--- config.mk ---
export PLATFORM = sky130hd
export DESIGN_NAME = duplex_slot_mux
export DESIGN_NICKNAME = d
export VERILOG_FILES = /design/src/rtl/slot_mux_pkg.sv /design/src/rtl/slot_ctrl.sv /design/src/rtl/slot_datapath.sv /design/src/rtl/duplex_slot_mux.sv
export SDC_FILE = /design/constraint.sdc
export NUM_CORES = 1
export LEC_CHECK = 0
export BUFFER_PORTS_ARGS = -buffer_cell sky130_fd_sc_hd__clkbuf_2
export CORE_AREA = 2 2 467 469
export DETAILED_ROUTE_END_ITERATION = 6
export DIE_AREA = 0 0 469 471
export PLACE_DENSITY_LB_ADDON = 0.05
export SLEW_MARGIN = 15
export SYNTH_ARGS = -nofsm -noshare
export SYNTH_HDL_FRONTEND = slang
export SYNTH_SLANG_ARGS = --single-unit
export TNS_END_PERCENT = 100
--- constraint.sdc ---
create_clock -name clk -period 64.1 [get_ports clk]
set_input_delay 12.82 -clock clk [delete_from_list [all_inputs] [get_ports clk]]
set_output_delay 12.82 -clock clk [all_outputs]
set_load 0.03 [all_outputs]
--- src/rtl/slot_mux_pkg.sv ---
package slot_mux_pkg;

  localparam int unsigned NUM_CHAN = 2;
  localparam bit CHAN_TX = 1'b1;
  localparam bit CHAN_RX = 1'b0;

  typedef struct packed {
    logic slot;       // 1: transmit owns this cycle
    logic txStartOk;  // transmit start accepted this cycle
    logic rxStartOk;  // receive start accepted this cycle
  } slotStrb_t;

endpackage

--- src/rtl/slot_ctrl.sv ---
module slot_ctrl
  import slot_mux_pkg::*;
(
  input  logic      clk,
  input  logic      rst,
  input  logic      txFirst,
  input  logic      rxFirst,
  output slotStrb_t strb,
  output logic      protoErr
);

  logic slotQ;
  logic errQ;
  logic badStart;

  always_ff @(posedge clk or posedge rst) begin
    if (rst) slotQ <= 1'b1;
    else     slotQ <= ~slotQ;
  end

  assign badStart = (txFirst && !slotQ) || (rxFirst && slotQ);

  always_ff @(posedge clk or posedge rst) begin
    if (rst)           errQ <= 1'b0;
    else if (badStart) errQ <= 1'b1;
  end

  always_comb begin
    strb.slot      = slotQ;
    strb.txStartOk = txFirst && slotQ;
    strb.rxStartOk = rxFirst && !slotQ;
  end

  assign protoErr = errQ;


  slot_toggle_chk: assert property (@(posedge clk) disable iff (rst)
    !$past(rst) |-> (slotQ != $past(slotQ)));


  err_sticky_chk: assert property (@(posedge clk) disable iff (rst)
    (!$past(rst) && $past(errQ)) |-> errQ);


  misaligned_err_chk: assert property (@(posedge clk) disable iff (rst)
    ((txFirst && !slotQ) || (rxFirst && slotQ)) |=> errQ);


  one_start_chk: assert property (@(posedge clk) disable iff (rst)
    $onehot0({strb.txStartOk, strb.rxStartOk}));

endmodule

--- src/rtl/slot_datapath.sv ---
module slot_datapath
  import slot_mux_pkg::*;
#(
  parameter int unsigned TEXT_W = 128,
  parameter int unsigned IV_W   = 96,
  parameter int unsigned TAG_W  = 128
) (
  input  logic              clk,
  input  logic              rst,
  input  slotStrb_t         strb,
  input  logic              txPass,
  input  logic [IV_W-1:0]   txIv,
  input  logic [TEXT_W-1:0] txText,
  input  logic              rxPass,
  input  logic [IV_W-1:0]   rxIv,
  input  logic [TEXT_W-1:0] rxText,
  output logic [TEXT_W-1:0] dpText,
  output logic [IV_W-1:0]   dpIv,
  output logic              dpFirst,
  output logic              dpPass,
  output logic              dpChan,
  input  logic              retTextValid,
  input  logic              retTextFirst,
  input  logic              retTagValid,
  input  logic              retChan,
  input  logic [TEXT_W-1:0] retText,
  input  logic [TAG_W-1:0]  retTag,
  output logic              txOutValid,
  output logic              txOutFirst,
  output logic              txTagValid,
  output logic              rxOutValid,
  output logic              rxOutFirst,
  output logic              rxTagValid,
  output logic [TEXT_W-1:0] outText,
  output logic [TAG_W-1:0]  outTag
);

  localparam int unsigned CH_W = $clog2(NUM_CHAN);

  // per-channel views, index 1 = transmit, 0 = receive
  logic [TEXT_W-1:0] chText  [NUM_CHAN];
  logic [IV_W-1:0]   chIv    [NUM_CHAN];
  logic              chPass  [NUM_CHAN];
  logic              chStart [NUM_CHAN];
  logic [IV_W-1:0]   holdIv  [NUM_CHAN];
  logic              holdPass[NUM_CHAN];
  logic              flagV   [NUM_CHAN];
  logic              flagF   [NUM_CHAN];
  logic              flagT   [NUM_CHAN];

  assign chText[CHAN_TX]  = txText;
  assign chText[CHAN_RX]  = rxText;
  assign chIv[CHAN_TX]    = txIv;
  assign chIv[CHAN_RX]    = rxIv;
  assign chPass[CHAN_TX]  = txPass;
  assign chPass[CHAN_RX]  = rxPass;
  assign chStart[CHAN_TX] = strb.txStartOk;
  assign chStart[CHAN_RX] = strb.rxStartOk;

  genvar ch;
  generate
    for (ch = 0; ch < NUM_CHAN; ch++) begin : g_chan
      localparam logic [CH_W-1:0] CH_ID = CH_W'(ch);

      // parameters held from the channel's last accepted start
      always_ff @(posedge clk or posedge rst) begin
        if (rst) begin
          holdIv[ch]   <= '0;
          holdPass[ch] <= 1'b0;
        end else if (chStart[ch]) begin
          holdIv[ch]   <= chIv[ch];
          holdPass[ch] <= chPass[ch];
        end
      end

      // return flags steered by the returned channel tag
      always_ff @(posedge clk or posedge rst) begin
        if (rst) begin
          flagV[ch] <= 1'b0;
          flagF[ch] <= 1'b0;
          flagT[ch] <= 1'b0;
        end else begin
          flagV[ch] <= retTextValid && (retChan == CH_ID[0]);
          flagF[ch] <= retTextFirst && (retChan == CH_ID[0]);
          flagT[ch] <= retTagValid  && (retChan == CH_ID[0]);
        end
      end
    end
  endgenerate

  logic              own;
  logic              ownStart;
  logic [IV_W-1:0]   selIv;
  logic              selPass;

  always_comb begin
    own      = strb.slot;
    ownStart = chStart[own];
    selIv    = ownStart ? chIv[own]   : holdIv[own];
    selPass  = ownStart ? chPass[own] : holdPass[own];
  end

  always_ff @(posedge clk or posedge rst) begin
    if (rst) begin
      dpText  <= '0;
      dpIv    <= '0;
      dpFirst <= 1'b0;
      dpPass  <= 1'b0;
      dpChan  <= 1'b0;
      outText <= '0;
      outTag  <= '0;
    end else begin
      dpText  <= chText[own];
      dpIv    <= selIv;
      dpFirst <= ownStart;
      dpPass  <= selPass;
      dpChan  <= own;
      outText <= retText;
      outTag  <= retTag;
    end
  end

  assign txOutValid = flagV[CHAN_TX];
  assign txOutFirst = flagF[CHAN_TX];
  assign txTagValid = flagT[CHAN_TX];
  assign rxOutValid = flagV[CHAN_RX];
  assign rxOutFirst = flagF[CHAN_RX];
  assign rxTagValid = flagT[CHAN_RX];


  no_rx_leak_chk: assert property (@(posedge clk) disable iff (rst)
    (!$past(rst) && !$past(retChan)) |-> !(txOutValid || txOutFirst || txTagValid));


  split_excl_chk: assert property (@(posedge clk) disable iff (rst)
    !((txOutValid || txOutFirst || txTagValid) && (rxOutValid || rxOutFirst || rxTagValid)));


  first_tag_chk: assert property (@(posedge clk) disable iff (rst)
    (!$past(rst) && dpFirst) |-> (dpChan == $past(strb.slot)));

endmodule

--- src/rtl/duplex_slot_mux.sv ---
module duplex_slot_mux
  import slot_mux_pkg::*;
#(
  parameter int unsigned TEXT_W = 128,
  parameter int unsigned IV_W   = 96,
  parameter int unsigned TAG_W  = 128
) (
  input  logic              clk,
  input  logic              rst,
  input  logic              txFirst,
  input  logic              txPass,
  input  logic [IV_W-1:0]   txIv,
  input  logic [TEXT_W-1:0] txText,
  input  logic              rxFirst,
  input  logic              rxPass,
  input  logic [IV_W-1:0]   rxIv,
  input  logic [TEXT_W-1:0] rxText,
  output logic              txSlot,
  output logic [TEXT_W-1:0] dpText,
  output logic [IV_W-1:0]   dpIv,
  output logic              dpFirst,
  output logic              dpPass,
  output logic              dpChan,
  input  logic              retTextValid,
  input  logic              retTextFirst,
  input  logic              retTagValid,
  input  logic              retChan,
  input  logic [TEXT_W-1:0] retText,
  input  logic [TAG_W-1:0]  retTag,
  output logic              txOutValid,
  output logic              txOutFirst,
  output logic              txTagValid,
  output logic              rxOutValid,
  output logic              rxOutFirst,
  output logic              rxTagValid,
  output logic [TEXT_W-1:0] outText,
  output logic [TAG_W-1:0]  outTag,
  output logic              protoErr
);

  slotStrb_t strb;

  slot_ctrl u_ctrl (
    .clk     (clk),
    .rst     (rst),
    .txFirst (txFirst),
    .rxFirst (rxFirst),
    .strb    (strb),
    .protoErr(protoErr)
  );

  slot_datapath #(
    .TEXT_W(TEXT_W),
    .IV_W  (IV_W),
    .TAG_W (TAG_W)
  ) u_dp (
    .clk         (clk),
    .rst         (rst),
    .strb        (strb),
    .txPass      (txPass),
    .txIv        (txIv),
    .txText      (txText),
    .rxPass      (rxPass),
    .rxIv        (rxIv),
    .rxText      (rxText),
    .dpText      (dpText),
    .dpIv        (dpIv),
    .dpFirst     (dpFirst),
    .dpPass      (dpPass),
    .dpChan      (dpChan),
    .retTextValid(retTextValid),
    .retTextFirst(retTextFirst),
    .retTagValid (retTagValid),
    .retChan     (retChan),
    .retText     (retText),
    .retTag      (retTag),
    .txOutValid  (txOutValid),
    .txOutFirst  (txOutFirst),
    .txTagValid  (txTagValid),
    .rxOutValid  (rxOutValid),
    .rxOutFirst  (rxOutFirst),
    .rxTagValid  (rxTagValid),
    .outText     (outText),
    .outTag      (outTag)
  );

  assign txSlot = strb.slot;

endmodule

==> After elaboration in Yosys (flattened, before gate mapping) <==
Index checks and enable logic that the tools add are counted.
{ "classes": {"order_cmp": 1, "muxes": 20, "bitwise_logic": 3, "reduce_logical": 12} }
{ "op_table": {"columns": ["op", "count"], "rows": [
  ["two-way mux 96 bit", 7],
  ["two-way mux 128 bit", 3],
  ["logical AND 1 bit", 10],
  ["two-way mux 1 bit", 10],
  ["greater-or-equal comparator 2 bit (second input constant)", 1],
  ["inverter 1 bit", 2],
  ["inverter 1 -> 2 bit", 1],
  ["logical NOT 1 bit", 1],
  ["logical OR 1 bit", 1]
]} }
{ "totals": {"register_bits": 685, "inputBits": 714} }

==> Depth between registers and ports, before layout <==
{ "depth": {"depth_word": 6, "ltp_mapped": 6, "ltp_nobuf": 2} }

==> Modules after synthesis <==
From an unflattened synthesis, not the netlist that was laid out.
{ "hier_totals": {"hier_cells": 1166, "area_unflattened_um2": 22377.7} }
{ "by_module_without_submodules": {"columns": ["mod", "n_inst", "cells_each", "area_each_um2", "seq_area_each_um2"], "rows": [
  ["slot_datapath", 1, 1157, 22280.1, 17091.4],
  ["slot_ctrl", 1, 9, 97.6, 51.3]
]} }

==> Least setup slack after synthesis <==
No wires, ideal clock.
{ "synth_path": {"path_kind": "input -> register", "start": "input rxFirst", "end": "register u_dp.holdIv[100] in the netlist's numbering", "arrival_time_ns": 13.712, "path_slack_ns": 50.264, "stages": 5, "cell_sequence": "nor2b_1 buf_2 buf_4 buf_4 mux2_2"} }
{ "synth_via": {"elab_chain_len": 1} }
{ "synth_lines": {"columns": ["item", "line_no", "text"], "rows": [
  ["start: declaration", "duplex_slot_mux.sv:14", "input logic rxFirst,"],
  ["logical AND 1 bit", "slot_ctrl.sv:31", "strb.rxStartOk = rxFirst && !slotQ;"],
  ["end signal: indexed assignment", "slot_datapath.sv:71", "holdIv[ch] <= chIv[ch];"],
  ["end: declaration", "slot_datapath.sv:45", "logic [IV_W-1:0] holdIv [NUM_CHAN];"]
]} }
Every way passes these cells.
A chain may end at the register's enable or synchronous reset.

==> impl_metrics.ini <==
[clock_network]
cts_tree = yes
numCtsBuffers = 97
holdBufCountCts = 0
root_buffer = clkbuf_16
h-tree-depth = 3
clock_path_buffers = 3
cts.sinks = 685
clock_latency_ns = 0.74
postCtsSetupBuffers = 0
clkTransAtPathRegs_ns = 0.06
post_cts_resized = 0

[floorplanning]
dieWidth_um = 469
rows = 171
dieArea_um2 = 221000
core_um2 = 216000
io_pins = 1205
start_util_pct = 10.8
die_y_um = 471

[synth]
synth.distinct_cells = 13
ys_seq_area_share_pct = 73.1
synth_top_family_by_area = multiplexers
synth_area_um2 = 23400
synthSimpleGateAreaFrac_pct = 0.230
ys_seq_elements = 685
syn_area_per_cell_um2 = 19.9
ys_warn_count = 0
synthCells = 1175
synth.mux.area_fraction_pct = 24.9
synth_compound_gate_area_share_pct = 0.0374
synth_xor_area_share_pct = 0
synth_fa_ha_area_share_pct = 0
syn_nets = 1889

[finish]
area_growth_pct = 55.4
finalNetCount = 3152
drive_gt1_share_pct = 71.6

[worst_setup_path]
worstSetupEndpointType = async pin
r2r_start = u_ctrl.slotQ$_DFF_PP1_
crit_path_max_incr_delay_ns = 0.77
cp.depth = 6
critical_path_buf_inv_count = 6
cpMostUsedCell = buf_4
startpoint_type = primary input
crit_slowest_cell = buf_4
startpoint = rst
crit_family = buffers and inverters
worst-r2r-cell-count = 3
worstPathRequired_ns = 64.87
reg2reg_to = u_dp.dpIv[29]$_DFF_PP0_
crit_arrival_ns = 16.64
r2r_slack_ns = 60.86
cp-endpoint = u_dp.holdIv[174]$_DFFE_PP0P_
crit_fanout = 137
path_cells = clkbuf_2, inv_8, buf_4, buf_12, buf_4, buf_4
worstSetupPathType = primary input to async pin

[outcome]
outcome = completed

[sta]
setup_viol = 0
relSlewSlack_pct = 20.8
hold_ws_ns = 0.494
finalSetupTns_ns = 0
period_minus_slack_ns = 15.87
fin_crit_sh_pct = 24.8
maxSlewViolCount = 0
tightestPinTransition_ns = 1.19
fin_skew_ns = 0.0456
max_freq_mhz = 63.0
finalHoldViolations = 0
grt_setup_unrepaired = no

[global_route]
grt.total_usage_pct = 10.6
grt_pass1_wl_um = 162000
first_global_vias = 18678
grt_max_degree = 138
overflow = 0
antenna_found_initial = 69

[pwr]
p_leak_nw = 16.8
peakVddDrop_mv = 0.0228
power_density_nw_per_um2 = 32.8

[place]
io_buffer_count = 1204
gp_congestion = 0.745
place_hpwl_um = 91700

[detailed_routing]
drt-initial-drc-count = 472
wl_um = 120000
dr.pass1.iters = 4
drc = 0
via_per_inst = 2.95
ant_nets = 0
vias = 15948
wl_per_cell_um = 22.2

[hold_path]
min-delay-path-class = flop to flop

[flow_run]
drv_cap = 0
layout make-up:
class	count	area (um2)
fill	23917	180000
sequential	685	17100
timing repair buffer	1221	6210
multi-input combinational	430	5910
tap	2854	3570
clock buffer	143	2850
clock inverter	39	666
antenna	23	57.6
inverter	3	18.8
metal layers:
metal / vias up / routed length (um) / track usage [%] / share of wire, %
li1: 6772 / - / - / -
met1: 8041 / 40100 / 10.3 / 33
met2: 855 / 61900 / 19.0 / 52
met3: 220 / 14000 / 5.70 / 12
met4: 60 / 3380 / 3.44 / 2.8
met5: - / 359 / 0 / 0.30
power by group:
| group | total, mW | switching, mW | internal (mW) |
|---|---|---|---|
| clock | 0.587 | 0.225 | 0.362 |
| combinational | 0.133 | 0.0831 | 0.0501 |
| sequential | 0.476 | 0.0120 | 0.464 |
| total | 1.20 | 0.320 | 0.876 |
placed cells by master (no fill, tap or decap), drive strengths merged:
cell type,count
inv,4
diode,23
dfstp,1
a211o,1
nor2b,4
clkinvlp,2
mux2,322
clkbuf,1347
and2,4
buf,17
bufinv,13
dfrtp,684
clkinv,23
mux2i,1
nand2,1
mux4,97
registers in the layout, summed over array words and instances (netlist names), 2 cells and up:
| register | count |
|---|---|
| u_dp.outText | 128 |
| u_dp.holdIv | 192 |
| u_dp.holdPass | 2 |
| u_dp.dpText | 128 |
| u_dp.outTag | 128 |
| u_dp.dpIv | 96 |
how the worst min path moves through the flow:
stage	from	to	slack (ns)	cells after the start
after global routing	u_dp.holdIv[146]$_DFFE_PP0P_	u_dp.holdIv[146]$_DFFE_PP0P_	0.51	1
after floorplan	u_ctrl.slotQ$_DFF_PP1_	u_dp.dpChan$_DFF_PP0_	0.47	0
final	u_ctrl.protoErr$_DFFE_PP0P_	u_ctrl.protoErr$_DFFE_PP0P_	0.49	1
after global placement	u_ctrl.protoErr$_DFFE_PP0P_	u_ctrl.protoErr$_DFFE_PP0P_	0.47	1
after detailed placement	u_ctrl.protoErr$_DFFE_PP0P_	u_ctrl.protoErr$_DFFE_PP0P_	0.48	1
after CTS	u_dp.holdIv[38]$_DFFE_PP0P_	u_dp.holdIv[38]$_DFFE_PP0P_	0.50	1
worst register-to-register path: cells and delay by family (launching register included):
family                 cells  cell delay (ns)
buffers and inverters      2             1.59
DFF                        1             0.85
muxes                      1             0.66
kinds of logic (layout without fill, tap and decap cells):
| logic type | count (synthesis) | after routing |
|---|---|---|
| DFF | 685 | 685 |
| muxes | 420 | 420 |
| AOI/OAI and AO/OA | 1 | 1 |
| other | 0 | 23 |
| buffers and inverters | 60 | 1406 |
| and+or+nand+nor | 9 | 9 |
synth_stat cells (all sizes together):
library cell  instances  area share [%]
mux2                322              15
dfrtp               684              73
and2                  4            0.11
a211o                 1           0.037
mux2i                 1           0.096
dfstp                 1            0.11
inv                   3           0.048
nor2b                 4            0.11
mux4                 97             9.3
nand2                 1           0.016
buf                  57             1.7
per-stage QoR:
| step | setup slack (ns) | std cells | power, mW | cell area, um2 | utilization (%) |
|---|---|---|---|---|---|
| CTS | 47.97 | 5375 | 1.23 | 36400 | 16.8 |
| floorplan | 32.08 | 1175 | 0.554 | 23400 | - |
| finish | 48.23 | 5398 | 1.20 | 36400 | 16.9 |
| global route | 47.57 | 5382 | 1.26 | 36400 | 16.8 |
| detailed placement | 47.13 | 5193 | 0.622 | 32900 | 15.2 |
| global placement | 47.25 | 5193 | 0.621 | 32900 | 15.2 |
Note: power is estimated with default switching activity, not from simulation.
